## src/rtl/pfd_pkg.sv

```systemverilog
package pfd_pkg;
    localparam int SECTIONS = 2;

    typedef enum logic [1:0] {
        PH_IDLE  = 2'd0,
        PH_LEAD  = 2'd1,
        PH_CLAMP = 2'd2,
        PH_BOTH  = 2'd3
    } phase_e;
endpackage

```

## src/rtl/pfd_core.sv

```systemverilog
module pfd_core
    import pfd_pkg::*;
#(
    parameter int CNT_W    = 6,
    parameter int WAKE_MAX = 4
) (
    input  logic             clk,
    input  logic             rst_n,
    input  logic             run_i,
    input  logic             ref_i,
    input  logic             fb_i,
    output logic             up_o,
    output logic             dn_o,
    output logic             done_o,
    output logic [CNT_W-1:0] done_err_o,
    output logic             open_o,
    output logic [CNT_W-1:0] open_err_o
);
    localparam logic [CNT_W-1:0] WAKE_LIM = CNT_W'(WAKE_MAX);

    typedef struct packed {
        phase_e           ph;
        logic             lead_ref;
        logic             first;
        logic [CNT_W-1:0] cnt;
        logic             done;
        logic [CNT_W-1:0] err;
    } pfd_st_t;

    pfd_st_t s_d, s_q;
    logic closing;
    logic [CNT_W-1:0] cnt_inc;

    always_comb begin
        s_d      = s_q;
        s_d.done = 1'b0;
        closing  = s_q.lead_ref ? fb_i : ref_i;
        cnt_inc  = (&s_q.cnt) ? s_q.cnt : s_q.cnt + 1'b1;
        if (!run_i) begin
            s_d.ph    = PH_IDLE;
            s_d.first = 1'b1;
            s_d.cnt   = '0;
        end else begin
            unique case (s_q.ph)
                PH_IDLE, PH_BOTH: begin
                    if (ref_i && fb_i) begin
                        s_d.ph    = PH_BOTH;
                        s_d.done  = 1'b1;
                        s_d.err   = '0;
                        s_d.cnt   = '0;
                        s_d.first = 1'b0;
                    end else if (ref_i || fb_i) begin
                        s_d.ph       = PH_LEAD;
                        s_d.lead_ref = ref_i;
                        s_d.cnt      = CNT_W'(1);
                    end else begin
                        s_d.ph = PH_IDLE;
                    end
                end
                PH_LEAD, PH_CLAMP: begin
                    if (closing) begin
                        s_d.ph    = PH_BOTH;
                        s_d.done  = 1'b1;
                        s_d.err   = s_q.cnt;
                        s_d.cnt   = '0;
                        s_d.first = 1'b0;
                    end else begin
                        s_d.cnt = cnt_inc;
                        if (s_q.ph == PH_LEAD && s_q.first && s_q.cnt >= WAKE_LIM)
                            s_d.ph = PH_CLAMP;
                    end
                end
                default: s_d.ph = PH_IDLE;
            endcase
        end
    end

    always_ff @(posedge clk) begin
        if (!rst_n) begin
            s_q.ph       <= PH_IDLE;
            s_q.lead_ref <= 1'b0;
            s_q.first    <= 1'b1;
            s_q.cnt      <= '0;
            s_q.done     <= 1'b0;
            s_q.err      <= '0;
        end else begin
            s_q <= s_d;
        end
    end

    assign up_o       = (s_q.ph == PH_BOTH) || (s_q.ph == PH_LEAD && s_q.lead_ref);
    assign dn_o       = (s_q.ph == PH_BOTH) || (s_q.ph == PH_LEAD && !s_q.lead_ref);
    assign done_o     = s_q.done;
    assign done_err_o = s_q.err;
    assign open_o     = (s_q.ph == PH_LEAD) || (s_q.ph == PH_CLAMP);
    assign open_err_o = s_q.cnt;

    // a section in power save is quiet one cycle later
    assert_save_quiet_R7: assert property (@(posedge clk) disable iff (!rst_n)
        !run_i |=> (!up_o && !dn_o));

    // each finished comparison shows both lines high
    assert_end_pulse_R3: assert property (@(posedge clk) disable iff (!rst_n)
        done_o |-> (up_o && dn_o));
endmodule

```

## src/rtl/lock_judge.sv

```systemverilog
module lock_judge #(
    parameter int CNT_W    = 6,
    parameter int UNLOCK_W = 2,
    parameter int GOOD_W   = 1,
    parameter int CONFIRM  = 3
) (
    input  logic             clk,
    input  logic             rst_n,
    input  logic             run_i,
    input  logic             done_i,
    input  logic [CNT_W-1:0] err_i,
    input  logic             open_i,
    input  logic [CNT_W-1:0] open_err_i,
    output logic             sec_lock_o
);
    localparam int GW = $clog2(CONFIRM + 1);
    localparam logic [CNT_W-1:0] BAD_LIM  = CNT_W'(UNLOCK_W);
    localparam logic [CNT_W-1:0] GOOD_LIM = CNT_W'(GOOD_W);
    localparam logic [GW-1:0]    CONF_LIM = GW'(CONFIRM);

    typedef struct packed {
        logic          locked;
        logic [GW-1:0] good;
    } judge_st_t;

    judge_st_t j_d, j_q;

    always_comb begin
        j_d = j_q;
        if (!run_i) begin
            j_d.locked = 1'b0;
            j_d.good   = '0;
        end else if (open_i && open_err_i >= BAD_LIM) begin
            j_d.locked = 1'b0;
            j_d.good   = '0;
        end else if (done_i) begin
            if (err_i >= BAD_LIM) begin
                j_d.locked = 1'b0;
                j_d.good   = '0;
            end else if (err_i <= GOOD_LIM) begin
                if (j_q.good + 1'b1 >= CONF_LIM) j_d.locked = 1'b1;
                if (j_q.good != CONF_LIM) j_d.good = j_q.good + 1'b1;
            end else begin
                j_d.good = '0;
            end
        end
    end

    always_ff @(posedge clk) begin
        if (!rst_n) begin
            j_q.locked <= 1'b0;
            j_q.good   <= '0;
        end else begin
            j_q <= j_d;
        end
    end

    assign sec_lock_o = !run_i || j_q.locked;

    // lock is only granted right after a good comparison
    assert_lock_on_good_R6: assert property (@(posedge clk) disable iff (!rst_n)
        $rose(j_q.locked) |-> ($past(done_i) && $past(err_i) <= GOOD_LIM));

    // an open error at the unlock width clears lock
    assert_drop_on_wide_R5: assert property (@(posedge clk) disable iff (!rst_n)
        (run_i && open_i && open_err_i >= BAD_LIM) |=> !j_q.locked);

    // power save clears the stored lock state
    assert_save_clears_R7: assert property (@(posedge clk) disable iff (!rst_n)
        !run_i |=> !j_q.locked);
endmodule

```

## src/rtl/mon_sel.sv

```systemverilog
module mon_sel
    import pfd_pkg::*;
(
    input  logic                clk,
    input  logic                rst_n,
    input  logic [SECTIONS-1:0] sec_lock_i,
    input  logic [SECTIONS-1:0] ref_i,
    input  logic [SECTIONS-1:0] fb_i,
    input  logic                mon_en_i,
    input  logic                mon_sect_i,
    input  logic                mon_fb_i,
    output logic                pin_o
);
    logic pin_d, pin_q;
    logic probe;

    always_comb begin
        probe = mon_fb_i ? fb_i[mon_sect_i] : ref_i[mon_sect_i];
        pin_d = mon_en_i ? probe : (&sec_lock_i);
    end

    always_ff @(posedge clk) begin
        if (!rst_n) pin_q <= 1'b0;
        else        pin_q <= pin_d;
    end

    assign pin_o = pin_q;
endmodule

```

## src/rtl/dual_pfd_lock.sv

```systemverilog
module dual_pfd_lock
    import pfd_pkg::*;
#(
    parameter int CNT_W    = 6,
    parameter int UNLOCK_W = 2,
    parameter int GOOD_W   = 1,
    parameter int CONFIRM  = 3,
    parameter int WAKE_MAX = 4
) (
    input  logic                clk,
    input  logic                rst_n,
    input  logic [SECTIONS-1:0] ref_i,
    input  logic [SECTIONS-1:0] fb_i,
    input  logic [SECTIONS-1:0] run_i,
    input  logic [SECTIONS-1:0] pol_i,
    input  logic [SECTIONS-1:0] cur_i,
    input  logic                mon_en_i,
    input  logic                mon_sect_i,
    input  logic                mon_fb_i,
    output logic [SECTIONS-1:0] up_o,
    output logic [SECTIONS-1:0] dn_o,
    output logic [SECTIONS-1:0] drv_en_o,
    output logic [SECTIONS-1:0] drv_lvl_o,
    output logic [SECTIONS-1:0] cur_o,
    output logic                lock_mon_o
);
    logic [SECTIONS-1:0] raw_up, raw_dn, done, open, sec_lock;
    logic [CNT_W-1:0]    done_err [SECTIONS];
    logic [CNT_W-1:0]    open_err [SECTIONS];

    for (genvar g = 0; g < SECTIONS; g++) begin : g_sec
        pfd_core #(.CNT_W(CNT_W), .WAKE_MAX(WAKE_MAX)) i_pfd (
            .clk        (clk),
            .rst_n      (rst_n),
            .run_i      (run_i[g]),
            .ref_i      (ref_i[g]),
            .fb_i       (fb_i[g]),
            .up_o       (raw_up[g]),
            .dn_o       (raw_dn[g]),
            .done_o     (done[g]),
            .done_err_o (done_err[g]),
            .open_o     (open[g]),
            .open_err_o (open_err[g])
        );

        lock_judge #(.CNT_W(CNT_W), .UNLOCK_W(UNLOCK_W), .GOOD_W(GOOD_W),
                     .CONFIRM(CONFIRM)) i_judge (
            .clk        (clk),
            .rst_n      (rst_n),
            .run_i      (run_i[g]),
            .done_i     (done[g]),
            .err_i      (done_err[g]),
            .open_i     (open[g]),
            .open_err_i (open_err[g]),
            .sec_lock_o (sec_lock[g])
        );

        assign up_o[g]      = pol_i[g] ? raw_up[g] : raw_dn[g];
        assign dn_o[g]      = pol_i[g] ? raw_dn[g] : raw_up[g];
        assign drv_en_o[g]  = up_o[g] ^ dn_o[g];
        assign drv_lvl_o[g] = up_o[g];
    end

    assign cur_o = cur_i;

    mon_sel i_mon (
        .clk        (clk),
        .rst_n      (rst_n),
        .sec_lock_i (sec_lock),
        .ref_i      (ref_i),
        .fb_i       (fb_i),
        .mon_en_i   (mon_en_i),
        .mon_sect_i (mon_sect_i),
        .mon_fb_i   (mon_fb_i),
        .pin_o      (lock_mon_o)
    );

    // both sections asleep reads as locked on the shared pin
    assert_all_asleep_locked_R8: assert property (@(posedge clk) disable iff (!rst_n)
        (!mon_en_i && run_i == '0) |=> lock_mon_o);
endmodule

```

## config.mk

```make
export PLATFORM = sky130hd
export DESIGN_NAME = dual_pfd_lock
export DESIGN_NICKNAME = d
export VERILOG_FILES = /design/src/rtl/pfd_pkg.sv /design/src/rtl/pfd_core.sv /design/src/rtl/lock_judge.sv /design/src/rtl/mon_sel.sv /design/src/rtl/dual_pfd_lock.sv
export SDC_FILE = /design/constraint.sdc
export NUM_CORES = 1
export LEC_CHECK = 0
export ABC_AREA = 0
export BUFFER_PORTS_ARGS = -buffer_cell sky130_fd_sc_hd__buf_2
export CAP_MARGIN = 20
export CORE_MARGIN = 3
export CORE_UTILIZATION = 52
export DETAILED_ROUTE_END_ITERATION = 10
export PLACE_DENSITY = 0.75
export SKIP_LAST_GASP = 1
export SLEW_MARGIN = 20
export SYNTH_ARGS = -nofsm -noshare
export SYNTH_HDL_FRONTEND = slang
export SYNTH_SLANG_ARGS = --single-unit
```

## constraint.sdc

```tcl
create_clock -name clk -period 1.6 [get_ports clk]
set_input_delay 0.4 -clock clk [delete_from_list [all_inputs] [get_ports clk]]
set_output_delay 0.4 -clock clk [all_outputs]
set_load 0.02 [all_outputs]
```

# After elaboration in Yosys (flattened, before gate mapping)
# Cells that the tools add are included.
dict set report classes {
  n_addsub 4
  magnitude_cmp 11
  eq_ne 20
  muxes 50
  bitwise_logic 7
  reduce_logical 55
}
# operator n
set op_table {}
lappend op_table {{$pmux W14 S2} 2}
lappend op_table {{$mux W6} 8}
lappend op_table {{$mux W7} 4}
lappend op_table {{$ge A6 B2 Y1 const B} 4}
lappend op_table {{$mux W1} 22}
lappend op_table {{$mux W2} 10}
lappend op_table {{$reduce_and A2 Y1} 9}
lappend op_table {{$add A6 B1 Y6 const B} 2}
lappend op_table {{$ge A6 B3 Y1 const B} 2}
lappend op_table {{$le A6 B1 Y1 const B} 2}
lappend op_table {{$logic_and A1 B1 Y1} 12}
lappend op_table {{$ne A3 B1 Y1 const B} 4}
lappend op_table {{$ne A3 B2 Y1 const B} 4}
lappend op_table {{$reduce_and A3 Y1} 4}
lappend op_table {{$reduce_and A6 Y1} 2}
lappend op_table {{$logic_or A1 B1 Y1} 10}
lappend op_table {{$eq A2 B2 Y1 const B} 4}
lappend op_table {{$ne A2 B1 Y1 const B} 4}
lappend op_table {{$pmux W2 S2} 2}
lappend op_table {{$reduce_and A4 Y1} 2}
lappend op_table {{$reduce_bool A2 Y1} 4}
lappend op_table {{$reduce_or A2 Y1} 4}
lappend op_table {{$mux W3} 2}
lappend op_table {{$reduce_or A3 Y1} 2}
lappend op_table {{9 further kinds} 22}
dict set report word_totals {
  regBits 41
  in_bits 15
}

# Logic depth before layout (Yosys ltp)
dict set report logic_depth {
  word_depth 6
  mapped_depth 7
}

# Hierarchy
# From an unflattened synthesis, not the netlist that was laid out.
dict set report unflattened {
  cells_unflattened 303
  area_unflattened_um2 2581.2
}
# module instances cells_per_inst area_per_inst_um2
set modules_own_cells {}
lappend modules_own_cells {{pfd_core (g_sec[1].i_pfd)} 1 119 999.7}
lappend modules_own_cells {{pfd_core (g_sec[0].i_pfd)} 1 118 994.7}
lappend modules_own_cells {lock_judge 2 24 211.5}
lappend modules_own_cells {dual_pfd_lock 1 10 92.6}
lappend modules_own_cells {mon_sel 1 8 71.3}

# Worst setup path before layout
# No wires, ideal clock.
dict set report synth_timing {
  kind {register -> register}
  from {register g_sec[0].i_pfd.s_q[16] (netlist bit)}
  to {register g_sec[0].i_pfd.s_q, in the netlist g_sec[0].i_pfd.open_err_o[0]}
  setup_time_ns 0.087
  arrival_ns 1.635
  required_ns 1.513
  path_slack_ns -0.122
  stages_incl_launch_ff 7
  path_buffers 1
  cell_sequence {dfxtp_1 > inv_1 > ha_1 > clkbuf_1 > o31a_1 > or4_1 > o31ai_1}
}
dict set report synth_via {
  elab_chain_len 4
}
# element line
set synth_lines {}
lappend synth_lines {{from (decl)} pfd_core.sv:30} ;# pfd_st_t s_d, s_q;
lappend synth_lines {{$eq A2 B2 Y1, or another cell as far along} pfd_core.sv:44} ;# unique case (s_q.ph)
lappend synth_lines {{$reduce_or A2 Y1} pfd_core.sv:44}
lappend synth_lines {{$ne A3 B2 Y1 (no source line) or $ne A3 B1 Y1 (tied branches)} -}
lappend synth_lines {{$reduce_and A2 Y1 (no source line)} -}
# Several ways; a longest one is shown, not always the timed one.
# A chain may end at the register's enable or synchronous reset.

# Worst setup path in the final report
dict set report layout_timing {
  from {register g_sec[1].i_pfd.s_q, in the netlist g_sec[1].i_pfd.open_err_o[1]}
  to {register g_sec[1].i_pfd.s_q, in the netlist g_sec[1].i_pfd.open_err_o[0]}
}
dict set report layout_via {
  elab_chain_len 3
}
# element line
set layout_lines {}
lappend layout_lines {{from (decl)} pfd_core.sv:30}
lappend layout_lines {{$reduce_and A6 Y1} pfd_core.sv:38} ;# cnt_inc = (&s_q.cnt) ? s_q.cnt : s_q.cnt + 1'b1;
lappend layout_lines {{$ne A3 B2 Y1 (no source line)} -}
lappend layout_lines {{$reduce_and A2 Y1 (no source line)} -}
# Every way passes these cells.

==> impl_metrics.csv <==
group,metric,value,unit
status,status,"finished, violations left",
status,violations,"negative setup slack",
synth,syn_avg_cell_area,8.45,um2
clock_network,cts_num_sinks,39,
floorplan,core,0.00385,mm2
place,gp_congestion,0.872,
finish,drive_gt1_share,34.9,%
drt,routed_wl,5610,um
place,port_buffers,21,
critical_path,cp_top_family,"compound AO/OA/AOI/OAI gates",
clock_network,cts_hold_buf,0,
finish,final.fill_count,280,
finish,syn_to_final_growth,34.6,%
job,cap_violations,0,
drt,drtIter0Drc,103,
floorplan,die_area,0.00504,mm2
critical_path,required,1.80,ns
global_routing,grt_max_degree,13,
critical_path,cp_max_fo,4,
critical_path,crit_chain,"ha_4 > nand4_1 > o41ai_4 > buf_4 > nor2_1 > a211oi_1",
sta,fin_ws,-0.103,ns
synth,synth_nets,293,
finish,multi_input_area,0.00146,mm2
synth,synthDistinctLibCells,46,
synth,async_flop_share,0,%
synth,yosysSeqAreaShare,35.6,%
sta,slew_headroom,71.9,%
critical_path,regToRegSetupSlack,-0.10,ns
sta,min_period_over_period,106,%
global_routing,grt_pass1_wl,8790,um
drt,antenna_left,0,
critical_path,cpPeakStageDelay,0.46,ns
synth,ys_ff_latch,39,
drt,wl_per_cell,15.2,um
place,place_inst,354,
clock_network,clk_latency,0.29,ns
global_routing,track_usage,21.9,%
floorplan,die_x,71.0,um
critical_path,path_buf_inv,1,
finish,insertedDiodeCount,0,
global_routing,grt_pass1_vias,1938,
global_routing,antenna_found_initial,0,
place,dpl.hpwl,3710,um
clock_network,clockRootBuffer,"clkbuf_8",
floorplan,row_count,22,
drt,drc,0,
synth,ys_warn_count,0,
sta,fin_crit,1.70,ns
clock_network,cts_tree,"done",
finish,regArea,797,um2
clock_network,clk_pin_slew,0.07,ns
synth,ys.flop_type,"dfxtp_1",
global_routing,overflow,0,
pwr,leakage,1.27,nW
clock_network,cts_buffers,5,
pwr,cellPowerDensity,718,mW/mm2
synth,syn_inst,260,
sta,hold_viol,0,
drt,drt_pass1_iterations,4,
finish,final-instance-count-excl-fill,369,
sta,setup_viol,11,
sta,finalMaxSlewViolations,0,
floorplan,die_y,71.0,um
clock_network,cts_buffer_depth,2,
sta,worstMarginPinSlew,0.418,ns
sta,clock.fmax,587,MHz
sta,hold_ws,0.374,ns
finish,nNetsFinal,355,
critical_path,cp.arrival,1.90,ns
sta,rsz0062_at_grt,"yes",
pwr,vdd_ir_drop_max,0.000625,V
critical_path,cp-end-kind,"flip-flop",
drt,viasPerCell,5.83,
hold_path,hp-class,"primary input to flip-flop",
clock_network,h-tree-depth,2,
critical_path,start_kind,"flip-flop",
floorplan,io_pins,26,
floorplan,initial_core_util,57.0,%
critical_path,critPathSlowestCell,"o41ai_4",
sta,worst_clock_skew,0.00758,ns
critical_path,criticalPathCategory,"flip-flop to flip-flop",
drt,vias,2150,
synth,synth_edf_count,0,
pwr,total_power,0.00212,W
synth,synth_area,0.00220,mm2
## registers in the layout, indices dropped and copies added (netlist names)
| name | flops |
|---|---|
| g_sec.i_pfd.s_q | 8 |
| i_mon.pin_o | 1 |
| g_sec.i_pfd.done_o | 2 |
| g_sec.i_pfd.done_err_o | 10 |
| g_sec.i_pfd.open_err_o | 12 |
| g_sec.i_judge.j_q | 6 |
## tightest hold or removal path: cells and delay by family
family,cells,cell delay (ns)
simple gates,1,0.05
compound gates,1,0.06
buf+inv,1,0.11
## metrics by stage
stage                     setup slack [ns]  instance area, um2  util, %  TNS, ns
after floorplan                    0.00355                2240        -        0
after global placement             -0.0481                2610     67.7   -0.282
final                               -0.103                2960     76.7   -0.295
after detailed placement            -0.104                2610     67.7   -0.593
after global routing                -0.162                2960     76.7    -1.35
after CTS                          -0.0142                2840     73.6  -0.0477
## what timing repair did
action | 4_1_cts | 5_1_grt
resized for setup | 33 | 23
setup buffers | 4 | 6
pin swaps | 5 | 10
setup endpoints to repair | 6 | 23
## synthesized netlist by cell type (4+ instances only)
library cell  instances  area (um2)
nand2_1              28         105
inv_1                18        67.6
nand3_1              15        75.1
and3_1                4        25.0
clkbuf_1              4        15.0
dfxtp_1              39         781
nor2_1               23        86.3
o211ai_1              4        30.0
buf_4                 4        30.0
a21o_1                4        30.0
nor3_1                6        30.0
ha_1                 18         225
a21oi_1              21         105
o21ai_0              12        60.1
## kinds of logic after synthesis
group | Yosys count | share of synthesized area (%)
AOI/OAI and AO/OA | 64 | 20.1
xor gates and xnor gates | 2 | 0.798
adders and majority gates | 18 | 10.3
buffers and inverters | 28 | 5.58
DFF | 39 | 35.6
muxes | 7 | 4.27
and+or+nand+nor | 102 | 23.4
## layout make-up
class / instances / area share, %
clock buffer: 6 / 2.46
inverter: 18 / 2.37
multi-input combinational: 193 / 49.4
sequential: 39 / 27.0
tap: 48 / 2.03
timing repair buffer: 65 / 16.8
## routing by layer
layer | wire (um) | GRT usage, % | part of all wire [%] | up-vias
li1 | - | - | - | 1056
met1 | 2500 | 28.0 | 45 | 1014
met2 | 2720 | 35.4 | 48 | 68
met3 | 287 | 5.26 | 5.1 | 12
met4 | 99 | 8.98 | 1.8 | 0
met5 | 0 | 0 | 0 | -
## cells in the final DEF (no fill, tap or decap), drive strengths merged, types with 4 or more instances in the layout
| master | count |
|---|---|
| a21o | 4 |
| a21oi | 21 |
| and3 | 4 |
| buf | 64 |
| clkbuf | 7 |
| dfxtp | 39 |
| ha | 18 |
| inv | 18 |
| nand2 | 28 |
| nand3 | 15 |
| nor2 | 25 |
| nor3 | 6 |
| nor4 | 4 |
| o211ai | 4 |
| o21ai | 13 |
## worst paths after layout
check / endpoint / start / cells past startpoint
worst max-delay path: g_sec[1].i_pfd.open_err_o[0]$_SDFFE_PN0P_ / g_sec[1].i_pfd.open_err_o[1]$_SDFFE_PN0P_ / 6
worst min-delay path: i_mon.pin_o$_SDFF_PN0_ / mon_en_i / 3
worst max register to register: g_sec[1].i_pfd.open_err_o[0]$_SDFFE_PN0P_ / g_sec[1].i_pfd.open_err_o[1]$_SDFFE_PN0P_ / 6
worst min register to register: g_sec[1].i_pfd.done_err_o[3]$_SDFFE_PN0P_ / g_sec[1].i_pfd.done_err_o[3]$_SDFFE_PN0P_ / 2
## power by group
part	internal [W]	switching, W	total, W
Sequential	0.000996	0.0000246	0.00102
Clock	0.000291	0.000327	0.000618
Combinational	0.000231	0.000254	0.000484
Power figures use the tool's default switching activity.
